===== config.mk =====
export PLATFORM = sky130hd
export DESIGN_NAME = pmpchk_top
export DESIGN_NICKNAME = d
export VERILOG_FILES = /design/src/rtl/pmpchk_pkg.sv /design/src/rtl/pmpchk_region.sv /design/src/rtl/pmpchk_prio.sv /design/src/rtl/pmpchk_top.sv
export SDC_FILE = /design/constraint.sdc
export NUM_CORES = 1
export LEC_CHECK = 0
export BUFFER_PORTS_ARGS = -buffer_cell sky130_fd_sc_hd__buf_4
export CORE_MARGIN = 2
export CORE_UTILIZATION = 49
export DETAILED_ROUTE_END_ITERATION = 12
export GPL_ROUTABILITY_DRIVEN = 0
export PLACE_DENSITY = 0.89
export SYNTH_ARGS = -nofsm -noshare
export SYNTH_HDL_FRONTEND = slang
export SYNTH_HIERARCHICAL = 1
export SYNTH_SLANG_ARGS = --single-unit

===== constraint.sdc =====
create_clock -name vclk -period 5.1
set_input_delay 0.51 -clock vclk [all_inputs]
set_output_delay 0.51 -clock vclk [all_outputs]
set_load 0.01 [all_outputs]

===== src/rtl/pmpchk_pkg.sv =====
package pmpchk_pkg;

  localparam int WORD_W = 30;
  localparam int CFG_W  = 8;

  typedef enum logic [1:0] {
    AM_OFF   = 2'd0,
    AM_TOR   = 2'd1,
    AM_NA4   = 2'd2,
    AM_NAPOT = 2'd3
  } amode_e;

  typedef enum logic [1:0] {
    ACC_LOAD  = 2'd0,
    ACC_STORE = 2'd1,
    ACC_FETCH = 2'd2,
    ACC_RSVD  = 2'd3
  } acc_e;

  typedef struct packed {
    logic       lock;
    logic [1:0] rsvd;
    amode_e     mode;
    logic       exec;
    logic       wr;
    logic       rd;
  } cfgb_t;

  // Mask with the low (g-1) bits set; zero when g <= 1.
  function automatic logic [WORD_W-1:0] grain_ones(input int g);
    logic [WORD_W-1:0] m;
    m = '0;
    for (int i = 0; i < WORD_W; i++) begin
      if (i < g - 1) m[i] = 1'b1;
    end
    return m;
  endfunction

endpackage


===== src/rtl/pmpchk_region.sv =====
module pmpchk_region
  import pmpchk_pkg::*;
#(
  parameter int GRAIN = 0
) (
  input  logic [CFG_W-1:0]  cfg_raw,
  input  logic [WORD_W-1:0] reg_word,
  input  logic [WORD_W-1:0] acc_word,
  input  logic [1:0]        kind_raw,
  input  logic              priv_u,
  output logic              hit,
  output logic              deny
);

  localparam logic [WORD_W-1:0] FORCE_ONES = grain_ones(GRAIN);

  cfgb_t             cfg;
  acc_e              kind;
  logic [WORD_W-1:0] eff_word;
  logic [WORD_W-1:0] span;
  logic              napot_hit;
  logic              na4_hit;
  logic              perm;
  logic              enforced;
  logic              unused_rsvd;

  assign cfg         = cfgb_t'(cfg_raw);
  assign kind        = acc_e'(kind_raw);
  assign unused_rsvd = ^cfg.rsvd;

  // Grain forces low ones, so the span never shrinks below the minimum size.
  assign eff_word  = reg_word | FORCE_ONES;
  // Bits covering the trailing ones and the zero that ends them.
  assign span      = eff_word ^ (eff_word + {{(WORD_W-1){1'b0}}, 1'b1});
  assign napot_hit = ((acc_word ^ eff_word) & ~span) == '0;

  generate
    if (GRAIN == 0) begin : g_na4
      assign na4_hit = (acc_word == reg_word);
    end else begin : g_no_na4
      assign na4_hit = 1'b0;
    end
  endgenerate

  always_comb begin
    unique case (cfg.mode)
      AM_NAPOT: hit = napot_hit;
      AM_NA4:   hit = na4_hit;
      default:  hit = 1'b0;
    endcase
  end

  always_comb begin
    unique case (kind)
      ACC_LOAD:  perm = cfg.rd;
      ACC_STORE: perm = cfg.wr;
      ACC_FETCH: perm = cfg.exec;
      default:   perm = 1'b0;
    endcase
  end

  assign enforced = priv_u | cfg.lock;
  assign deny     = enforced & ~perm;

endmodule


===== src/rtl/pmpchk_prio.sv =====
module pmpchk_prio #(
  parameter int N = 4
) (
  input  logic [N-1:0] hit,
  input  logic [N-1:0] deny,
  output logic         any_hit,
  output logic         pick_deny
);

  assign any_hit = |hit;

  // Walk from the top down so the lowest index is written last and wins.
  always_comb begin
    pick_deny = 1'b0;
    for (int i = N - 1; i >= 0; i--) begin
      if (hit[i]) pick_deny = deny[i];
    end
  end

endmodule


===== src/rtl/pmpchk_top.sv =====
module pmpchk_top
  import pmpchk_pkg::*;
#(
  parameter  int NREG  = 4,
  parameter  int GRAIN = 0,
  localparam int NSLOT = (NREG > 0) ? NREG : 1
) (
  input  logic [CFG_W*NSLOT-1:0]  cfg_flat,
  input  logic [WORD_W*NSLOT-1:0] addr_flat,
  input  logic [31:0]             acc_addr,
  input  logic [1:0]              acc_kind,
  input  logic                    priv_u,
  output logic                    fault
);

  logic [NSLOT-1:0]  hit_vec;
  logic [NSLOT-1:0]  deny_vec;
  logic [WORD_W-1:0] acc_word;
  logic              unused_lsb;

  assign acc_word   = acc_addr[31:2];
  assign unused_lsb = ^acc_addr[1:0];

  generate
    if (NREG == 0) begin : g_empty
      logic unused_in;
      assign unused_in = ^{cfg_flat, addr_flat, acc_word, acc_kind};
      assign hit_vec   = '0;
      assign deny_vec  = '0;
      assign fault     = priv_u;
    end else begin : g_regions
      logic any_hit;
      logic pick_deny;

      for (genvar r = 0; r < NREG; r++) begin : g_rgn
        pmpchk_region #(
          .GRAIN (GRAIN)
        ) u_region (
          .cfg_raw  (cfg_flat[CFG_W*r +: CFG_W]),
          .reg_word (addr_flat[WORD_W*r +: WORD_W]),
          .acc_word (acc_word),
          .kind_raw (acc_kind),
          .priv_u   (priv_u),
          .hit      (hit_vec[r]),
          .deny     (deny_vec[r])
        );
      end

      pmpchk_prio #(
        .N (NREG)
      ) u_prio (
        .hit       (hit_vec),
        .deny      (deny_vec),
        .any_hit   (any_hit),
        .pick_deny (pick_deny)
      );

      assign fault = any_hit ? pick_deny : priv_u;
    end
  endgenerate

endmodule


### After elaboration in Yosys (flattened, before gate mapping)

Cells that the tools add are included.

* add/subtract/negate cells: 4
* multipliers: 0
* div/mod/pow operators: 0
* magnitude comparators: 0
* equality and inequality tests: 14
* shifts and indexed selects: 0
* mux-type cells: 13
* bitwise logic cells: 28
* reductions and logical operators: 6

Operators with widths (number)
* 30-bit XOR: 8
* 30-bit by 1-bit adder with 30-bit output (second input constant): 4
* 30-bit AND: 4
* 30-bit == test: 4
* 30-bit zero test: 4
* 30-bit inverter: 4
* 2-bit == test (second input constant): 9
* 1-bit case mux with 3 select lines: 4
* 1-bit case mux with 2 select lines: 4
* 1-bit two-way mux: 5
* 1-bit AND: 4
* 1-bit inverter: 4
* 1-bit OR: 4
* 4-bit OR reduction: 1
* 2-bit by 1-bit == test with 1-bit output (second input constant): 1
* 2-bit zero test: 1

* bits in registers: 0
* latch bits: 0
* RAM bits: 0
* ROM bits: 0
* logic and storage cells: 65
* memories: 0

### Depth between registers and ports, before layout

Gate-level depths: netlist of the first run.

* depth in word-level cells: 11
* gate-level depth with buffers: 10
* depth with buffers taken out: 10

### Modules after synthesis

The synthesis of the first run kept the hierarchy.

By module, submodules not included
* pmpchk_region: times used 4, cells each 138, area each 957.2 um^2, seq. area each 0.0 um^2
* pmpchk_prio: times used 1, cells each 6, area each 43.8 um^2, seq. area each 0.0 um^2
* pmpchk_top: times used 1, cells each 1, area each 15.0 um^2, seq. area each 0.0 um^2

### Least setup slack after synthesis of the first run

OpenSTA, ideal clock, no wires.

* path kind: input to output
* start: in addr_flat[0]
* end: out fault
* arrival: 2601 ps
* required time: 4590 ps
* path slack: 1989 ps
* cell stages on the path: 9
* cells stage by stage: ha_1 > nand3b_1 > o2111ai_1 > a211oi_1 > nand4_1 > or4_1 > o31ai_1 > or4_1 > mux2_4

* cells in the longest elaborated chain, start to end: 8
* elaborated cells on any way between the ends: 11
* classes of those cells: add/sub: 1; eq/ne: 1; mux: 3; bitwise: 4; reduce/logical: 2

RTL lines
* from (decl): line pmpchk_top.sv:9 `input logic [WORD_W*NSLOT-1:0] addr_flat,`
* 30-bit by 1-bit adder with 30-bit output: line pmpchk_region.sv:34 `assign span = eff_word ^ (eff_word + {{(WORD_W-1){1'b0}}, 1'b1});`
* 30-bit XOR: line pmpchk_region.sv:34
* 30-bit inverter: line pmpchk_region.sv:35 `assign napot_hit = ((acc_word ^ eff_word) & ~span) == '0;`
* 30-bit AND: line pmpchk_region.sv:35
* 30-bit zero test: line pmpchk_region.sv:35
* 1-bit case mux with 2 select lines *: line pmpchk_region.sv:46 `unique case (cfg.mode)`
* net hit_vec[0]: line pmpchk_top.sv:16 `logic [NSLOT-1:0] hit_vec;`
* 4-bit OR reduction *: line pmpchk_prio.sv:10 `assign any_hit = |hit;`
* net g_regions.any_hit: line pmpchk_top.sv:32 `logic any_hit;`
* 1-bit two-way mux *: line pmpchk_top.sv:58 `assign fault = any_hit ? pick_deny : priv_u;`
* to (decl): line pmpchk_top.sv:13 `output logic fault`

Mark *: on every way through the listed nets, which the timed path passes. The rest lies on a longest branch.

### Final worst setup path of the first run

* start: in addr_flat[12]
* end: out fault

The elaborated chain is that of the path after synthesis.

==> metrics.cfg, run 1 <==
[outcome]
status = finished clean

[sta]
setup_viol = 0
clock.fmax_ghz = 0.257
hold_ws_ns = 1.38
tns_ns = 0
tightest_slew_ns = 0.809
timing.final.crit_share_pct = 76.4
maxSlewHeadroom_pct = 45.9
fin_crit_ns = 3.90
maxSlewViolCount = 0
grt_setup_unrepaired = no
finalHoldViolCount = 0

[setup_path]
worst_setup_path_end_kind = primary output
cp.arrival_ns = 3.39
crit_type = in -> out
required_ns = 4.59
crit_start = addr_flat[12]
endpoint = fault
worstPathMaxFanout = 12
cp-start-kind = input pin

[logic_synthesis]
yosysTopAreaCell = xor2_1
syn_area_per_cell_um2 = 6.95
syn-num-nets = 750
netlist_area_um2 = 3890
yosysTopAreaCellShare_pct = 15.3
yosysUniqueCellTypes = 46
synth_warnings = 6
post-synth-top-count-cell = xor2_1
synthCells = 559
netlist_top_cells_area = xor2_1, xnor2_1, nand2_1
yosysSeqAreaShare_pct = 0
synth_commonest_cells = xor2_1, nand2_1, xnor2_1

[route]
drc = 0
avgViaCountPerCell = 6.64
drtPass1Iterations = 6
vias = 5548
drt_iter0_drc = 392
routed_wl_um = 16500
final_antenna_net_count = 0
routedWlPerCell_um = 19.7

[finish]
final_layout_size_suffix_gt1_share_pct = 29.3
synthToLayoutAreaGrowth_pct = 37.3
n_sequential_cell = 0
num-clock-buffers = 0
finalNetCount = 926
n_fill_cell = 644
antenna_cells = 0
utilization_pct = 69.4
regArea_um2 = 0

[global_routing]
track_usage_pct = 36.0
grt_max_degree = 13
gr-total-overflow = 0
grt_pass1_wl_um = 25200
antenna_found_initial = 0
grt_pass1_vias = 5333

[floorplanning]
die_h_um = 93.1
coreArea_um2 = 7690
row_count = 32
start_util_pct = 50.6
dieArea_um2 = 8660
pin_count = 188
die_x_um = 93.1

[placement]
dp_hpwl_um = 13300
port_buffers = 178

[power]
ir_drop_uv = 59.9
p_leak_nw = 2.17
power_per_cell_area_nw_per_um2 = 83.9

[cts]
cts_resized = 0
cts_setup_buffers = 0
ctsHoldBuffers = 0

[flow_run]
timing.max_cap.violations = 0

[hold_path]
min_path_type = in -> out

[metrics by stage]
stage | std cells | power (mW) | worst slack (ns) | instance area [µm²]
after floorplan | 559 | 0.202 | 1.99 | 3890
after global placement | 835 | 0.422 | 1.35 | 5340
after detailed placement | 835 | 0.433 | 1.25 | 5340
after CTS | 835 | 0.435 | 1.25 | 5340
after global routing | 835 | 0.477 | 1.00 | 5340
final | 835 | 0.448 | 1.20 | 5340
[area by class of cell]
type | instances | area (µm²) | area share, %
timing repair buffer | 178 | 1340 | 25.0
tap | 102 | 128 | 2.39
multi-input combinational | 523 | 3750 | 70.3
inverter | 32 | 120 | 2.25
[cells by family after synthesis]
kind of cell             count (synthesis)  synth area share, %
XOR/XNOR                               112                 25.2
AO/OA/AOI/OAI                          150                 28.7
multiplexers                             5                 1.42
AND/OR/NAND/NOR                        252                 39.9
buffers and inverters                   36                 3.48
adder cells (fa/ha/maj)                  4                 1.29
[placed cells by master (no fill, tap or decap), types with 5 or more instances in the layout]
cell	n
a31oi_1	12
nand4_1	28
a21o_1	8
o211ai_1	8
a211o_1	8
a41oi_1	8
nor4_1	24
xnor2_1	44
o22ai_1	8
inv_1	32
o2111ai_1	8
xor2_1	68
nor2_1	36
nand3b_1	13
nand3_1	24
a211oi_1	10
or4_1	5
nand2b_1	8
nor2b_1	5
o31ai_1	8
o2bb2ai_1	8
buf_4	178
a22o_1	8
o21ai_0	8
a21oi_1	20
nand4_4	8
and3_1	20
or2_2	8
nand2_1	48
[how the worst min path moves through the flow]
stage           start     to  depth (start not counted)
2_1_floorplan  priv_u  fault                          1
3_3_place_gp   priv_u  fault                          3
3_5_place_dp   priv_u  fault                          3
4_1_cts        priv_u  fault                          3
5_1_grt        priv_u  fault                          3
6_report       priv_u  fault                          3
[where the power goes]
group	total (mW)	switching (mW)	internal (mW)
Combinational	0.448	0.240	0.208
Sequential	0	0	0
Clock	0	0	0
[worst max-delay path, stage by stage]
cell	delay (ns)
buf_4	0.10
nand4_1	0.10
nor2_1	0.64
nand2_2	0.08
a22o_1	0.24
or4_1	0.50
o31ai_1	0.54
or4_1	0.23
mux2_4	0.30
buf_4	0.14
[layer usage]
metal	track usage [%]	wire [µm]	vias to the layer above
met5	0	0	-
met1	44.8	6070	2511
li1	-	-	2521
met2	58.7	7190	420
met4	21.4	1110	0
met3	5.48	2080	96
Power figures use the tool's default switching activity.
==> inputs of run 2 (changes only) <==
--- a/config.mk
+++ b/config.mk
@@ -7,10 +7,10 @@
 export LEC_CHECK = 0
 export BUFFER_PORTS_ARGS = -buffer_cell sky130_fd_sc_hd__buf_4
 export CORE_MARGIN = 2
-export CORE_UTILIZATION = 49
+export CORE_UTILIZATION = 45
 export DETAILED_ROUTE_END_ITERATION = 12
 export GPL_ROUTABILITY_DRIVEN = 0
-export PLACE_DENSITY = 0.89
+export PLACE_DENSITY = 0.86
 export SYNTH_ARGS = -nofsm -noshare
 export SYNTH_HDL_FRONTEND = slang
 export SYNTH_HIERARCHICAL = 1
==> constraint.sdc (replaced) <==
create_clock -name vclk -period 3.33
set_input_delay 0.333 -clock vclk [all_inputs]
set_output_delay 0.333 -clock vclk [all_outputs]
set_load 0.01 [all_outputs]
==> run 2 against run 1 <==
First-iteration DRC count up 29%; via count rose by 1.9%; count of clock-buffer cells in the layout unchanged; critical path type unchanged; largest power group unchanged; power up 55%; die area rose by 8.5%; core utilization down 3.1 points; hold slack got worse by 0.36 ns.
==> metrics.cfg, run 2 (synthesized netlist as in run 1, its figures left out) <==
[sta]
maxSlewViolCount = 0  ; unchanged
finalHoldViolCount = 0  ; unchanged
fin_crit_ns = 3.23
timing.final.crit_share_pct = 97.0
clock.fmax_ghz = 0.310
setup_viol = 0  ; unchanged
tightest_slew_ns = 0.364  ; was 0.809 ns
maxSlewHeadroom_pct = 75.5  ; was 45.9%

[cts]
cts_setup_buffers = 0  ; unchanged

[global_routing]
antenna_found_initial = 0  ; unchanged
gr-total-overflow = 0  ; unchanged
grt_max_degree = 13  ; unchanged
grt_pass1_wl_um = 26500  ; was 25200 µm
track_usage_pct = 34.0  ; was 36.0%
grt_pass1_vias = 5443  ; was 5333

[route]
vias = 5653  ; was 5548
final_antenna_net_count = 0  ; unchanged
routedWlPerCell_um = 20.2  ; was 19.7 µm
drtPass1Iterations = 6  ; unchanged
routed_wl_um = 17200  ; was 16500 µm
avgViaCountPerCell = 6.63  ; was 6.64
drc = 0  ; unchanged
drt_iter0_drc = 506  ; was 392

[floorplanning]
start_util_pct = 46.8  ; was 50.6%
die_x_um = 96.9  ; was 93.1 µm
row_count = 33  ; was 32
die_h_um = 96.9  ; was 93.1 µm
coreArea_um2 = 8300  ; was 7690 µm²
pin_count = 188  ; unchanged
dieArea_um2 = 9400  ; was 8660 µm²

[setup_path]
cp.arrival_ns = 2.90  ; was 3.39 ns
worst_setup_path_end_kind = primary output  ; unchanged
crit_type = in -> out  ; unchanged
worstPathMaxFanout = 5  ; was 12
cp-start-kind = input pin  ; unchanged
required_ns = 3.00  ; was 4.59 ns

[outcome]
status = finished clean  ; unchanged

[finish]
final_layout_size_suffix_gt1_share_pct = 32.0  ; was 29.3%
utilization_pct = 66.3  ; was 69.4%
regArea_um2 = 0  ; unchanged
finalNetCount = 940  ; was 926
final_cell_mix = buf_4, xor2_1, nand2_1  ; unchanged
fin_area_um2 = 5500  ; was 5340 µm²
final_common_cell = buf_4  ; unchanged
n_sequential_cell = 0  ; unchanged
num-clock-buffers = 0  ; unchanged
antenna_cells = 0  ; unchanged
synthToLayoutAreaGrowth_pct = 41.6  ; was 37.3%

[power]
power_per_cell_area_nw_per_um2 = 126  ; was 83.9 nW/µm²
ir_drop_uv = 67.5  ; was 59.9 µV
p_leak_nw = 2.27  ; was 2.17 nW

[hold_path]
min_path_type = in -> out  ; unchanged

[flow_run]
timing.max_cap.violations = 0  ; unchanged

[placement]
placed_area_um2 = 5450  ; was 5340 µm²
port_buffers = 178  ; unchanged
dp_hpwl_um = 14000  ; was 13300 µm

[run 2: changes by cell type in the layout (fill, tap and decap cells not counted), sizes merged]
| cell | change |
|---|---|
| buf | +14 |
[run 2: final cells by class]
type / instances / area, µm²
Tap cell: 105 / 131
Timing Repair Buffer: 192 / 1450
Multi-Input combinational cell: 523 / 3810
Inverter: 32 / 120
Fill cell: 739 / 2800
[run 2: what timing repair did]
| item | 4_1_cts | 5_1_grt |
|---|---|---|
| setup endpoints to repair | 0 | 1 |
| hold endpoints to repair | 0 | 0 |
| gates resized for setup | 0 | 12 |
| hold buffers | 0 | 0 |
[run 2: path summary, 6_finish.rpt]
kind,endpoint,startpoint,slack [ns],depth (start not counted)
min,fault,priv_u,1.02,3
max,fault,addr_flat[30],0.10,12
[run 2: through the flow]
| step | TNS (ns) | setup WS [ns] | instances | power, mW | hold slack, ns |
|---|---|---|---|---|---|
| CTS | 0 | 0.0496 | 852 | 0.673 | 1.02 |
| global placement | 0 | 0.125 | 852 | 0.653 | 1.02 |
| floorplan | 0 | 0.573 | 559 | 0.309 | 0.801 |
| finish | 0 | 0.101 | 852 | 0.695 | 1.02 |
| detailed placement | 0 | 0.0574 | 852 | 0.670 | 1.02 |
| global route | -0.0637 | -0.0637 | 852 | 0.742 | 1.03 |
[run 2: critical path: stages]
cell       delay, ns
buf_4           0.14
ha_1            0.30
nand3b_1        0.09
o2111ai_1       0.11
a211oi_1        0.18
nand4_1         0.10
or4_1           0.54
o31ai_2         0.38
nor3b_2         0.26
a211oi_2        0.05
mux2_4          0.26
buf_4           0.14
[run 2: routing by layer]
metal	global-route usage, %	vias to the layer above	share of wire (%)
met2	57.5	423	46
met3	7.66	87	13
met1	41.5	2596	36
met4	14.1	0	5.3
li1	-	2547	-
met5	0	-	0
[run 2: power by group]
| part | internal, mW | switching (mW) | total, mW | leakage, nW |
|---|---|---|---|---|
| combinational | 0.320 | 0.376 | 0.695 | 2.27 |
| clock | 0 | 0 | 0 | 0 |
| sequential | 0 | 0 | 0 | 0 |
